==> src/rtl/led_pkg.sv <==
`timescale 1ns/1ps
package led_pkg;

  typedef enum logic [1:0] {
    BLK_IDLE = 2'd0,
    BLK_ON   = 2'd1,
    BLK_OFF  = 2'd2
  } blink_st_t;

  // Decide whether one packet strobe counts as lamp activity.
  function automatic logic pkt_counts(input logic evt, input logic bc,
                                      input logic uc, input logic wol,
                                      input logic uc_only);
    if (!evt)    return 1'b0;
    if (!wol)    return 1'b1;
    if (uc_only) return uc;
    return bc | uc;
  endfunction

  // Counter width able to hold the larger of two cycle counts.
  function automatic int unsigned cnt_width(input int unsigned a,
                                            input int unsigned b);
    int unsigned m;
    m = (a > b) ? a : b;
    return (m < 2) ? 1 : $clog2(m);
  endfunction

endpackage

==> src/rtl/led_act_qual.sv <==
`timescale 1ns/1ps
module led_act_qual #(
  parameter int unsigned NDIR = 2
) (
  input  logic [NDIR-1:0] evt,
  input  logic [NDIR-1:0] bc,
  input  logic [NDIR-1:0] uc,
  input  logic            wol_mode,
  input  logic            wol_uc_only,
  output logic [NDIR-1:0] dir_hit,
  output logic            any_hit
);
  import led_pkg::*;

  genvar d;
  generate
    for (d = 0; d < NDIR; d++) begin : g_dir
      assign dir_hit[d] = pkt_counts(evt[d], bc[d], uc[d], wol_mode, wol_uc_only);
    end
  endgenerate

  assign any_hit = |dir_hit;
endmodule

==> src/rtl/led_blink_timer.sv <==
`timescale 1ns/1ps
module led_blink_timer #(
  parameter int unsigned ON_CYC  = 3750000,
  parameter int unsigned OFF_CYC = 3750000
) (
  input  logic clk,
  input  logic rst,
  input  logic trig,
  output logic lamp_on,
  output logic idle,
  output logic pend
);
  import led_pkg::*;

  localparam int unsigned CW = cnt_width(ON_CYC, OFF_CYC);
  localparam logic [CW-1:0] ON_LOAD  = CW'(ON_CYC - 1);
  localparam logic [CW-1:0] OFF_LOAD = CW'(OFF_CYC - 1);

  blink_st_t     st;
  logic [CW-1:0] cnt;
  logic          at_end;

  assign at_end = (cnt == '0);

  always_ff @(posedge clk) begin
    if (rst) begin
      st   <= BLK_IDLE;
      cnt  <= '0;
      pend <= 1'b0;
    end else begin
      case (st)
        BLK_IDLE: begin
          if (trig) begin
            st  <= BLK_ON;
            cnt <= ON_LOAD;
          end
        end
        BLK_ON: begin
          if (trig) pend <= 1'b1;
          if (at_end) begin
            st  <= BLK_OFF;
            cnt <= OFF_LOAD;
          end else begin
            cnt <= cnt - 1'b1;
          end
        end
        BLK_OFF: begin
          if (at_end) begin
            pend <= 1'b0;
            if (pend || trig) begin
              st  <= BLK_ON;
              cnt <= ON_LOAD;
            end else begin
              st  <= BLK_IDLE;
            end
          end else begin
            cnt <= cnt - 1'b1;
            if (trig) pend <= 1'b1;
          end
        end
        default: begin
          st   <= BLK_IDLE;
          cnt  <= '0;
          pend <= 1'b0;
        end
      endcase
    end
  end

  assign lamp_on = (st == BLK_ON);
  assign idle    = (st == BLK_IDLE);
endmodule

==> src/rtl/led_level_drv.sv <==
`timescale 1ns/1ps
module led_level_drv #(
  parameter int unsigned W = 2
) (
  input  logic         clk,
  input  logic         rst,
  input  logic [W-1:0] lvl,
  output logic [W-1:0] lamp_n
);
  genvar i;
  generate
    for (i = 0; i < W; i++) begin : g_bit
      always_ff @(posedge clk) begin
        if (rst) lamp_n[i] <= 1'b1;
        else     lamp_n[i] <= ~lvl[i];
      end
    end
  endgenerate
endmodule

==> src/rtl/eth_led_ctrl.sv <==
`timescale 1ns/1ps
module eth_led_ctrl #(
  parameter int unsigned ON_CYC  = 3750000,
  parameter int unsigned OFF_CYC = 3750000
) (
  input  logic clk,
  input  logic rst,
  input  logic link_up,
  input  logic speed_100,
  input  logic tx_evt,
  input  logic tx_bcast,
  input  logic tx_uc_match,
  input  logic rx_evt,
  input  logic rx_bcast,
  input  logic rx_uc_match,
  input  logic wol_mode,
  input  logic wol_uc_only,
  output logic link_led_n,
  output logic act_led_n,
  output logic speed_led_n
);
  localparam int unsigned NDIR = 2;
  localparam int unsigned NLVL = 2;

  logic [NDIR-1:0] dir_hit;
  logic            qual_hit;
  logic            blink_on;
  logic            blink_idle;
  logic            blink_pend;
  logic [NLVL-1:0] lvl_n;

  led_act_qual #(.NDIR(NDIR)) u_qual (
    .evt         ({rx_evt, tx_evt}),
    .bc          ({rx_bcast, tx_bcast}),
    .uc          ({rx_uc_match, tx_uc_match}),
    .wol_mode    (wol_mode),
    .wol_uc_only (wol_uc_only),
    .dir_hit     (dir_hit),
    .any_hit     (qual_hit)
  );

  led_blink_timer #(.ON_CYC(ON_CYC), .OFF_CYC(OFF_CYC)) u_blink (
    .clk     (clk),
    .rst     (rst),
    .trig    (qual_hit),
    .lamp_on (blink_on),
    .idle    (blink_idle),
    .pend    (blink_pend)
  );

  led_level_drv #(.W(NLVL)) u_lvl (
    .clk    (clk),
    .rst    (rst),
    .lvl    ({speed_100, link_up}),
    .lamp_n (lvl_n)
  );

  assign link_led_n  = lvl_n[0];
  assign speed_led_n = lvl_n[1];
  assign act_led_n   = ~blink_on;
endmodule

==> config.mk <==
export PLATFORM = sky130hd
export DESIGN_NAME = eth_led_ctrl
export DESIGN_NICKNAME = d
export VERILOG_FILES = /design/src/rtl/led_pkg.sv /design/src/rtl/led_act_qual.sv /design/src/rtl/led_blink_timer.sv /design/src/rtl/led_level_drv.sv /design/src/rtl/eth_led_ctrl.sv
export SDC_FILE = /design/constraint.sdc
export NUM_CORES = 1
export LEC_CHECK = 0
export CORE_MARGIN = 5
export CORE_UTILIZATION = 35
export DETAILED_ROUTE_END_ITERATION = 12
export DONT_BUFFER_PORTS = 1
export GPL_TIMING_DRIVEN = 0
export PLACE_DENSITY = 0.5
export SLEW_MARGIN = 10
export SYNTH_ARGS = -nofsm -noshare
export SYNTH_HDL_FRONTEND = slang
export SYNTH_SLANG_ARGS = --single-unit
==> constraint.sdc <==
create_clock -name clk -period 3 [get_ports clk]
set_clock_uncertainty 0.05 [all_clocks]
set_input_delay 0.15 -clock clk [delete_from_list [all_inputs] [get_ports clk]]
set_output_delay 0.15 -clock clk [all_outputs]
set_load 0.05 [all_outputs]
-- Word-level counts from Yosys, hierarchy flattened
Cells that the tools add are included.
- add/subtract/negate cells: 1
- equality and inequality tests: 6
- mux-type cells: 33
- bitwise operators: 5
- reductions and logical operators: 6
- operators by type and width (operator ; count):
    2-to-1 mux 22 bit ; 4
    one-hot mux 22 bit (3 select lines) ; 1
    2-to-1 mux 1 bit ; 23
    logical NOT 22 bit ; 1
    subtractor 22 x 1 -> 22 bit, second input constant ; 1
    2-to-1 mux 2 bit ; 3
    inequality test 2 x 1 -> 1 bit, second input constant ; 3
    one-hot mux 2 bit (3 select lines) ; 1
    inequality test 3 bit, second input constant ; 1
    NOT 1 bit ; 3
    one-hot mux 1 bit (3 select lines) ; 1
    AND reduction 3 bit ; 1
    equality test 2 x 1 -> 1 bit, second input constant ; 1
    equality test 2 bit, second input constant ; 1
    logical NOT 2 bit ; 1
    OR 1 bit ; 2
    AND reduction 2 bit ; 1
    OR reduction 2 bit ; 1
    logical OR 1 bit ; 1
- register bits: 27
- bits of input ports: 12
- output and inout port bits: 3
- logic and storage cells: 56

-- Depth between registers and ports, before layout
Gate-level depths: netlist of run 1.
- depth after elaboration: 12
- depth in mapped cells: 9
- depth with buffers taken out: 7

-- Hierarchy
From an unflattened synthesis of run 1, not the netlist that was laid out.
- cells, all modules: 202
- area total of the unflattened synthesis: 1627.8 um^2
- by module, submodules not included (module ; instances ; cells each ; area an instance (um^2) ; seq. area each (um^2)):
    led_blink_timer ; 1 ; 191 ; 1531.5 ; 500.5
    led_level_drv ; 1 ; 4 ; 52.6 ; 40.0
    led_act_qual ; 1 ; 6 ; 40.0 ; 0.0
    eth_led_ctrl ; 1 ; 1 ; 3.8 ; 0.0

-- Worst setup path before layout of run 1
Ideal clock, no wire load.
- path type: register to register
- start: register u_blink.cnt[0]
- end: register u_blink.cnt[14]
- setup time: 0.088 ns
- arrival: 2.021 ns
- data required time: 2.862 ns
- setup slack: 0.841 ns
- cell stages (with the launch flop): 8
- buffers on the path: 1
- period minus slack after synthesis: 2.159 ns
- path through: dfxtp_1 > inv_1 > ha_1 > or3b_2 > or2_0 > buf_2 > or4_1 > a311oi_2
- word-level cells in the longest chain between the ends: 3
- elaborated cells between the ends (all ways): 7
- classes of those cells: add/sub: 1; eq/ne: 1; mux: 3; reduce/logical: 2
- ends and longest elaborated chain (what ; RTL line ; RTL):
    start, declared ; led_blink_timer.sv:20 ; logic [CW-1:0] cnt;
    start signal, assigned ; led_blink_timer.sv:44 ; cnt <= cnt - 1'b1;
    start signal, assigned ; led_blink_timer.sv:57 ; cnt <= cnt - 1'b1;
    subtractor 22 x 1 -> 22 bit / logical NOT 22 bit (equally long branches) ; led_blink_timer.sv:44, led_blink_timer.sv:57, led_blink_timer.sv:23 ;
    2-to-1 mux 22 bit, or another cell as far along ; led_blink_timer.sv:48 ; if (at_end) begin
    one-hot mux 22 bit (3 select lines) / AND reduction 2 bit (equally long branches) ; n/a ;
Several ways; a longest one is shown, not always the timed one.
A chain may end at the register's enable or synchronous reset.

-- Worst setup path after layout of run 1
- start: register u_blink.cnt[16]
- end: register u_blink.cnt[8]
- word-level cells in the longest chain between the ends: 3
- elaborated cells between the ends (all ways): 6
- classes of those cells: eq/ne: 1; mux: 3; reduce/logical: 2
- ends and longest elaborated chain (what ; RTL line ; RTL):
    logical NOT 22 bit * ; led_blink_timer.sv:23 ; assign at_end = (cnt == '0);
    2-to-1 mux 22 bit, or another cell as far along ; led_blink_timer.sv:48 ;
    one-hot mux 22 bit (3 select lines) / AND reduction 2 bit (equally long branches) ; n/a ;
Mark *: on every way between the ends. The rest lies on a longest branch, timed or not.

==> results of run 1 <==
-- worst min-delay path: stages --
cell and delay, ps:
o21a_1 180, o211ai_1 120, nand3_1 90, a211oi_1 60
-- metal layers --
layer / part of all wire [%] / global-route usage (%) / wire [µm] / vias up
li1: - / - / - / 896
met1: 50 / 24.1 / 2640 / 844
met2: 45 / 27.2 / 2360 / 35
met3: 3.6 / 2.93 / 191 / 4
met4: 1.0 / 4.32 / 54 / 0
met5: 0 / 0 / 0 / -
-- power breakdown --
part           internal (µW)  switching, µW
combinational            441            764
clock                   94.6            128
sequential               478            148
total                   1010           1040
-- Yosys cell counts (all sizes together) (6+ instances only) --
| master | instances | share of area (%) |
|---|---|---|
| a311oi | 6 | 3.2 |
| ha | 7 | 4.8 |
| nand2 | 14 | 2.9 |
| or4 | 6 | 2.5 |
| nor2 | 17 | 3.6 |
| a21oi | 11 | 3.0 |
| nand3 | 15 | 4.1 |
| dfxtp | 27 | 30 |
| nor3 | 8 | 2.5 |
| o21ai | 16 | 4.4 |
| a211oi | 6 | 2.5 |
| inv | 11 | 2.3 |
| a22o | 9 | 4.3 |
| clkbuf | 11 | 2.3 |
-- cells in the final DEF (no fill, tap or decap), types with 4 or more instances in the layout --
master | synthesis | layout
a22o_1 | 9 | 9
nand3_1 | 15 | 15
a21oi_1 | 11 | 11
o21ai_0 | 15 | 15
clkbuf_1 | 11 | 11
nor3_1 | 7 | 7
a211oi_1 | 6 | 6
dfxtp_1 | 27 | 27
nor4_1 | 4 | 4
a31oi_1 | 4 | 4
inv_1 | 11 | 11
nor2_1 | 16 | 16
or4_1 | 6 | 6
nand2_1 | 14 | 14
o31ai_1 | 4 | 4
ha_1 | 7 | 7
a311oi_1 | 5 | 5
-- how the worst max path moves through the flow --
stage                                             from                           end  slack (ps)  cells past startpoint
after CTS                 u_blink.cnt[16]$_SDFFE_PP0P_   u_blink.cnt[8]$_SDFFE_PP0P_         420                      6
final                     u_blink.cnt[16]$_SDFFE_PP0P_   u_blink.cnt[8]$_SDFFE_PP0P_         380                      6
after detailed placement  u_blink.cnt[16]$_SDFFE_PP0P_   u_blink.cnt[9]$_SDFFE_PP0P_         450                      6
after floorplan            u_blink.cnt[0]$_SDFFE_PP0P_  u_blink.cnt[14]$_SDFFE_PP0P_         840                      7
after global routing      u_blink.cnt[16]$_SDFFE_PP0P_   u_blink.cnt[9]$_SDFFE_PP0P_         120                      6
after global placement     u_blink.cnt[0]$_SDFFE_PP0P_  u_blink.cnt[11]$_SDFFE_PP0P_         420                      9
-- flip-flops by register name, summed over array words and instances, names as in the netlist --
name,count
u_blink.cnt,22
u_blink.st,2
u_blink.pend,1
u_lvl.lamp_n,2
-- area by class of cell --
type	instances	area, µm²	share of cell area [%]
tap	70	87.6	4.43
timing repair buffer	2	20.0	1.01
clock inverter	1	7.51	0.380
inverter	11	41.3	2.09
sequential	27	541	27.3
clock buffer	3	41.3	2.09
buffer	14	56.3	2.85
multi-input combinational	177	1180	59.8
-- cells by family after synthesis --
kind of cell             count (synthesis)
AO/OA/AOI/OAI                           84
AND/OR/NAND/NOR                         81
flip-flops                              27
buffers and inverters                   25
adder cells (fa/ha/maj)                  7
XOR/XNOR                                 3
multiplexers                             2
-- through the flow --
stage	area, µm²	util, %
2_1_floorplan	1820	-
3_3_place_gp	1910	37.6
3_5_place_dp	1910	37.6
4_1_cts	1980	39.0
5_1_grt	1980	39.0
6_report	1980	39.0
-- repair_timing --
item	CTS	global route
setup endpoints to repair	0	0
hold buffers	2	0
hold endpoints to repair	2	0
==> reports/metrics.yaml, run 1 <==
hp-start: "rx_evt"
insertion_delay_ps: 280
path_buf_inv: 1
io_buffers: 0
rr_endpoint: "u_blink.cnt[8]$_SDFFE_PP0P_"
cp_top_family: "compound AO/OA/AOI/OAI gates"
avgSynthCellArea_um2: 7.95
cts_buffers: 3
dp_hpwl_um: 3910
start_util_pct: 35.9
clock_path_buffers: 2
start_kind: "flip-flop"
path_class: "flip-flop to flip-flop"
first_iter_violations: 217
rows: 26
num_vias: 1779
coreArea_um2: 5070
worst_slack_ps: 380
period_minus_slack_ps: 2620
drt_pass1_iterations: 4
slew_headroom_pct: 57.2
hold_path.class: "input port to flip-flop"
pre_cts_slack_ps: 454
muxShareOfSynthArea_pct: 1.10
ctsResizeCount: 0
crit_arrival_ps: 2760
grt.overflow.total: 0
endpoint_kind: "flip-flop"
yosysSeqAreaShare_pct: 29.7
die_area_um2: 6740
r2r_slack_ps: 380
fmax_ghz: 0.382
syn-cell-area_um2: 1820
synth_cell_types: 53
hold_viol: 0
finalSetupViolations: 0
syn_inst: 229
holdPathEnd: "u_blink.cnt[17]$_SDFFE_PP0P_"
r2r_start: "u_blink.cnt[16]$_SDFFE_PP0P_"
rsz0062_at_grt: "no"
status: "finished, final reports clean"
cts-root-buf: "clkbuf_8"
fin_crit_sh_pct: 87.3
report.final.slew_viol_count: 0
synth_edf_count: 0
grtUsageTotal_pct: 17.2
grt_pass1_wl_um: 8850
critPathSlowestCell: "nor4_1"
num_antenna_cells: 0
power.leakage_uw: 0.000672
path_cells: "nor4_1 > nand3_1 > o21ai_1 > buf_2 > a32oi_2 > a311oi_1"
synth_top_family_by_area: "compound AO/OA/AOI/OAI gates"
clkTransAtPathRegs_ps: 100
cts_max_level: 1
drive_gt1_share_pct: 5.53
gp_congestion: 0.842
crit_fanout: 10
worst_pin_slew_ps: 636
power_density_nw_per_um2: 1040
peakVddDrop_mv: 0.348
hold_ws_ps: 323
n_fill_cell: 561
post_drt_wl_per_cell_um: 17.2
die_height_um: 82.1
postCtsSetupRepairBufs: 0
io_pins: 15
ff2ff_path_depth: 6
cts_tree: "done"
drc: 0
finalPower_uw: 2050
synth_compound_gate_area_share_pct: 34.2
synthFlopType: "dfxtp_1"
yosysWarnings: 0
synthSimpleGateAreaFrac_pct: 23.4
postRouteAntennaNets: 0
ys_seq_elements: 27
grt_start_max_net_pins: 17
dp_cells: 299
synthArstFlopShare_pct: 0
syn-num-nets: 248
viasPerCell: 5.83
max_cap_violations: 0
critPathRequiredTime_ps: 3140
antenna_found_initial: 0
grt_pass1_vias: 1735
min_path_cells: 4
wl_um: 5250
final.setup.tns_ps: 0
cpPeakStageDelay_ps: 570
synth-adder-area-share_pct: 4.81
synth_xor_area_share_pct: 1.44
fin_nets: 255
die_w_um: 82.1
fin_cells: 305
cts_sinks: 27
syn_to_final_growth_pct: 8.59
Power figures use the tool's default switching activity.
==> run 2, diff against run 1 <==
Settings changed: ABC_AREA set to 1.
==> run 2 against run 1 <==
  * Hold slack lost 130 ps
  * Die area grew 4.8%
  * Critical path type unchanged
  * Routed wire length shrank 1.2%
  * Final cell count grew 27%
  * Area after synthesis grew 5.5%
  * Total power grew 11%
==> reports/metrics.yaml, run 2 <==
critPathSlowestCell: "dfxtp_1"
crit_fanout: 10
synth_edf_count: 0
syn-num-nets: 329
dp_cells: 382
seq_power_share_pct: 27.1
cpPeakStageDelay_ps: 370
fin_crit_sh_pct: 68.1
stdcell_area_um2: 2080
report.final.slew_viol_count: 0
viasPerCell: 4.91
synth.top_cell.area_share_pct: 28.1
path_cells: "nor2_1 > nand2_1 > nor2_4 > nand3_4 > inv_4 > nand3_4 > nand2_8 > nor2_2 > buf_6 > nand2_1 > a21oi_2"
dp_hpwl_um: 3900
endpoint_kind: "flip-flop"
post_drt_wl_per_cell_um: 13.4
synthTopCellsByArea: "dfxtp_1 (28%), nand2_1 (20%), nor2_1 (7.6%)"
post-synth-top-count-cell: "nand2_1"
ff2ff_path_depth: 11
period_minus_slack_ps: 2040
start_kind: "flip-flop"
syn_to_final_growth_pct: 8.14
cts_max_level: 1
critPathRequiredTime_ps: 3100
grt_start_max_net_pins: 16
clock_path_buffers: 2
grtUsageTotal_pct: 15.5
cts_buffers: 3
r2r_slack_ps: 960
worstSetupEndpoint: "u_blink.cnt[3]$_SDFFE_PP0P_"
netlist.top_cell.by_area: "dfxtp_1"
path_buf_inv: 2
clkTransAtPathRegs_ps: 110
syn-cell-area_um2: 1920
layout_common_cells: "nand2_1 (103), nor2_1 (39), inv_1 (33)"
slew_headroom_pct: 53.1
first_iter_violations: 92
rsz0062_at_grt: "no"
cts_tree: "done"
fin_cells: 388
start_util_pct: 35.5
num_antenna_cells: 0
hold_viol: 0
hold_path.class: "input port to flip-flop"
rows: 27
cp_top_family: "simple AND/OR/NAND/NOR gates"
antenna_found_initial: 0
num_vias: 1906
die_w_um: 84.1
crit_arrival_ps: 2140
grt_pass1_vias: 1770
pre_cts_slack_ps: 990
layout_commonest_cell: "nand2_1"
fmax_ghz: 0.490
r2r_start: "u_blink.cnt[10]$_SDFFE_PP0P_"
synthFlopType: "dfxtp_1"
rr_endpoint: "u_blink.cnt[3]$_SDFFE_PP0P_"
cts-root-buf: "clkbuf_8"
drt_pass1_iterations: 6
grt.overflow.total: 0
p_int_uw: 1060
pwr-share-clk_pct: 10.0
io_pins: 15
die_area_um2: 7070
insertion_delay_ps: 290
postRouteAntennaNets: 0
fin_nets: 336
ys_seq_elements: 27
syn_inst: 310
netSwitchingFraction_pct: 53.6
coreArea_um2: 5410
synth_cell_types: 26
p_switching_uw: 1220
hold_ws_ps: 197
power.leakage_uw: 0.000927
placed_area_um2: 2010
max_cap_violations: 0
yosysSeqAreaShare_pct: 28.1
drive_gt1_share_pct: 7.59
reg_top3: "u_blink.cnt: 22 flops, u_blink.st: 2 flops, u_lvl.lamp_n: 2 flops"
peakVddDrop_mv: 0.407
wl_um: 5180
die_height_um: 84.1
cp_num_cells: 11
synthArstFlopShare_pct: 0
largest_reg_flops: 22
io_buffers: 0
largest-register: "u_blink.cnt"
yosysWarnings: 0
path_class: "flip-flop to flip-flop"
final.setup.tns_ps: 0
gp_congestion: 0.818
power_density_nw_per_um2: 1100
worst_slack_ps: 958
finalSetupViolations: 0
avgSynthCellArea_um2: 6.20
grt_pass1_wl_um: 8820
cts_sinks: 27
synthTopCellsByCount: "nand2_1 (103), nor2_1 (39), inv_1 (33), dfxtp_1 (27), nand3_1 (27)"
p_comb_share_pct: 62.9
drc: 0
startpoint: "u_blink.cnt[10]$_SDFFE_PP0P_"
status: "finished, final reports clean"
worst_pin_slew_ps: 703
## run 2: metrics by stage
stage,total power [µW],util (%)
2_1_floorplan,1740,-
3_3_place_gp,2050,37.2
3_5_place_dp,2050,37.2
4_1_cts,2280,38.4
5_1_grt,2550,38.4
6_report,2280,38.4
## run 2: cells by family after synthesis
| family | count (synthesis) | synth area share [%] |
|---|---|---|
| AO/OA/AOI/OAI | 39 | 12.1 |
| buffers and inverters | 42 | 9.38 |
| adder cells (fa/ha/maj) | 7 | 4.56 |
| AND/OR/NAND/NOR | 191 | 44.0 |
| flip-flops | 27 | 28.1 |
| XOR/XNOR | 4 | 1.82 |
## run 2: how the worst min path moves through the flow
stage               startpoint  slack, ps  cells past startpoint                          end
floorplan              link_up        170                      1   u_lvl.lamp_n[0]$_SDFF_PP1_
global placement       link_up        170                      1   u_lvl.lamp_n[0]$_SDFF_PP1_
detailed placement   speed_100        170                      1   u_lvl.lamp_n[1]$_SDFF_PP1_
CTS                        rst        210                      2  u_blink.cnt[1]$_SDFFE_PP0P_
global route               rst        220                      2  u_blink.cnt[1]$_SDFFE_PP0P_
finish                     rst        200                      2  u_blink.cnt[1]$_SDFFE_PP0P_
## run 2: area by class of cell
cell class / count / area, µm²
Tap cell: 72 / 90.1
Inverter: 35 / 134
Timing Repair Buffer: 2 / 20.0
Multi-Input combinational cell: 241 / 1200
Buffer: 7 / 46.3
Clock inverter: 1 / 5.00
Sequential cell: 27 / 541
Clock buffer: 3 / 41.3
Fill cell: 626 / 3330
## run 2: power by group through the flow
stage / logic [µW] / registers (µW) / clock network, µW
final: 1440 / 619 / 228
after CTS: 1430 / 617 / 232
after detailed placement: 1420 / 625 / 0
after global placement: 1430 / 622 / 0
after floorplan: 1150 / 587 / 0
after global routing: 1660 / 640 / 252
## run 2: timing repair
| item | 4_1_cts | 5_1_grt |
|---|---|---|
| resized for setup | 0 | 0 |
| endpoints found under the hold margin | 2 | 0 |
| hold buffers | 2 | 0 |
| setup buffers | 0 | 0 |
## run 2: per-layer routing
layer	track usage, %	up-vias	wire length, µm	part of all wire [%]
met1	20.9	863	2490	48
met2	25.6	30	2440	47
met5	0	-	0	0
met4	2.92	0	31	0.60
met3	3.26	4	227	4.4
li1	-	1009	-	-
==> run 3, diff against run 2 <==
Settings changed: PLACE_DENSITY 0.5 to 0.52.
Clock period 3 ns to 1.65 ns, I/O delays scaled along.
==> run 3 against run 2 <==
  * The flow now finishes with violations (setup timing)
  * Cell area rose by 22%
  * Global-route usage rose by 0.94 points
  * Setup slack got worse by 980 ps
  * Largest power group unchanged
  * Final cell count rose by 5.4%
  * Sequential share of layout area fell by 3.3 points
  * Via count rose by 3.5%
  * Non-clock buffer count rose by 21
  * Flip-flop and latch count did not move
  * Critical path type unchanged
  * Sequential power rose by 100%
==> reports/metrics.yaml, run 3 (synthesized netlist as in run 2, its figures left out) <==
io_pins: 15
met1_usage_pct: 22.0
n_fill_cell: 573
fin_nets: 357
cts_sinks: 27
max_cap_violations: 0
fmax_ghz: 0.598
start_util_pct: 35.5
first_iter_violations: 118
violations: "setup timing"
num_vias: 1973
worst_pin_slew_ps: 707
rsz0062_at_grt: "yes"
cp_top_family: "simple AND/OR/NAND/NOR gates"
path_cells: "inv_4 > ha_4 > nand2_2 > nor2_4 > nand3_4 > inv_4 > nand3_4 > nand2_8 > nor2_4 > buf_6 > nand2_1 > a21oi_1"
drt_pass1_iterations: 4
grtUsageTotal_pct: 16.5
netSwitchingFraction_pct: 51.8
peakVddDrop_mv: 0.989
viasPerCell: 4.82
report.final.slew_viol_count: 0
critPathRequiredTime_ps: 1810
pwr-share-clk_pct: 7.5
start_kind: "flip-flop"
path_class: "flip-flop to flip-flop"
fin_crit_sh_pct: 101
largest-register: "u_blink.cnt"
use_met3_pct: 2.07
grt_start_max_net_pins: 16
ff_latch_area_um2: 574
p_switching_uw: 2700
pre_cts_slack_ps: -346
num_antenna_cells: 0
multi_input_area_um2: 1440
cts_tree: "done"
hold_viol: 0
rows: 27
cts_buffers: 3
largest_reg_flops: 22
die_area_um2: 7070
grt_pass1_vias: 1977
layout_common_cells: "nand2_1 (81), inv_1 (28), nand3_1 (25)"
cts-root-buf: "clkbuf_8"
grt_busiest_layer: "met2"
die_w_um: 84.1
post_drt_wl_per_cell_um: 13.5
seq_power_share_pct: 23.9
period_minus_slack_ps: 1670
final.setup.tns_ps: -44.4
cts_max_level: 1
cpPeakStageDelay_ps: 380
crit_fanout: 5
met2_usage_pct: 28.1
hold_path.class: "input port to flip-flop"
insertion_delay_ps: 280
grt.overflow.total: 0
wl_um: 5540
finalSetupViolations: 3
status: "complete, but fails checks"
power.leakage_uw: 0.00108
clkTransAtPathRegs_ps: 100
io_buffers: 0
drive_gt1_share_pct: 35.3
critPathSlowestCell: "dfxtp_2"
final_core_util_pct: 46.8
reg_top3: "u_blink.cnt: 22 flops, u_blink.st: 2 flops, u_lvl.lamp_n: 2 flops"
p_int_uw: 2510
p_comb_share_pct: 68.6
layout_commonest_cell: "nand2_1"
endpoint_kind: "flip-flop"
die_height_um: 84.1
drc: 0
gp_congestion: 0.836
worst_slack_ps: -23.5
coreArea_um2: 5410
syn_to_final_growth_pct: 31.7
clock_path_buffers: 2
dp_hpwl_um: 3820
grt_pass1_wl_um: 9550
slew_headroom_pct: 52.9
crit_arrival_ps: 1830
path_buf_inv: 3
antenna_found_initial: 0
power_density_nw_per_um2: 2060
postRouteAntennaNets: 0
[run 3: cell types whose count changed in the layout (fill, tap and decap cells not counted), moves of 4 or more]
cell / before / now
buf_4: 0 / 19
dfxtp_1: 27 / 10
dfxtp_2: 0 / 12
dfxtp_4: 0 / 5
ha_1: 7 / 3
inv_1: 33 / 28
nand2_1: 103 / 81
nand2_2: 0 / 20
nor2_1: 39 / 22
nor2_4: 1 / 15
[run 3: metal layers]
metal  vias to the layer above  share of wire (%)
met3                         2                3.1
met2                        29                 49
met5                         -                  0
met4                         0               0.51
met1                       897                 47
li1                       1045                  -
[run 3: metrics by stage]
stage	area (µm²)	power [µW]	std cells	hold slack (ps)
after floorplan	1920	3170	310	102
after global placement	2010	3720	382	104
after detailed placement	2010	3740	382	106
after CTS	2310	4640	405	147
after global routing	2530	5700	409	168
final	2530	5210	409	155
[run 3: power by group through the flow]
| stage | logic [µW] | clock network [µW] | registers, µW |
|---|---|---|---|
| finish | 3580 | 390 | 1250 |
| global placement | 2590 | 0 | 1130 |
| global route | 3980 | 445 | 1280 |
| detailed placement | 2600 | 0 | 1130 |
| floorplan | 2100 | 0 | 1070 |
| CTS | 3070 | 414 | 1160 |
[run 3: worst paths after layout]
kind	startpoint	to	slack (ps)	cells after the start
setup / recovery	u_blink.cnt[1]$_SDFFE_PP0P_	u_blink.cnt[19]$_SDFFE_PP0P_	-20	12
hold / removal	rst	u_blink.cnt[0]$_SDFFE_PP0P_	160	2
setup reg to reg	u_blink.cnt[1]$_SDFFE_PP0P_	u_blink.cnt[19]$_SDFFE_PP0P_	-20	12
hold reg to reg	u_blink.cnt[21]$_SDFFE_PP0P_	u_blink.cnt[21]$_SDFFE_PP0P_	450	2
[run 3: repair_timing]
item                       4_1_cts  5_1_grt
hold buffers                     2        0
gates resized for setup         41       67
setup endpoints to repair       25       25
hold endpoints to repair         2        0
cloned                           1        1
buffers inserted                16        3
pin swaps                       10       13
[run 3: area by class of cell]
type | instances | area share (%)
buffer | 7 | 2.13
clock buffer | 3 | 1.63
clock inverter | 1 | 0.198
inverter | 35 | 5.59
multi-input combinational | 241 | 57.0
sequential | 27 | 22.7
tap | 72 | 3.56
timing repair buffer | 23 | 7.22
[run 3: worst reg2reg max path: cells and delay by family, from the launching register on]
kind / cells / cell delay [ps]
buffers and inverters: 3 / 280
adder cells (fa/ha/maj): 1 / 160
flip-flops: 1 / 380
AND/OR/NAND/NOR: 7 / 630
AO/OA/AOI/OAI: 1 / 110
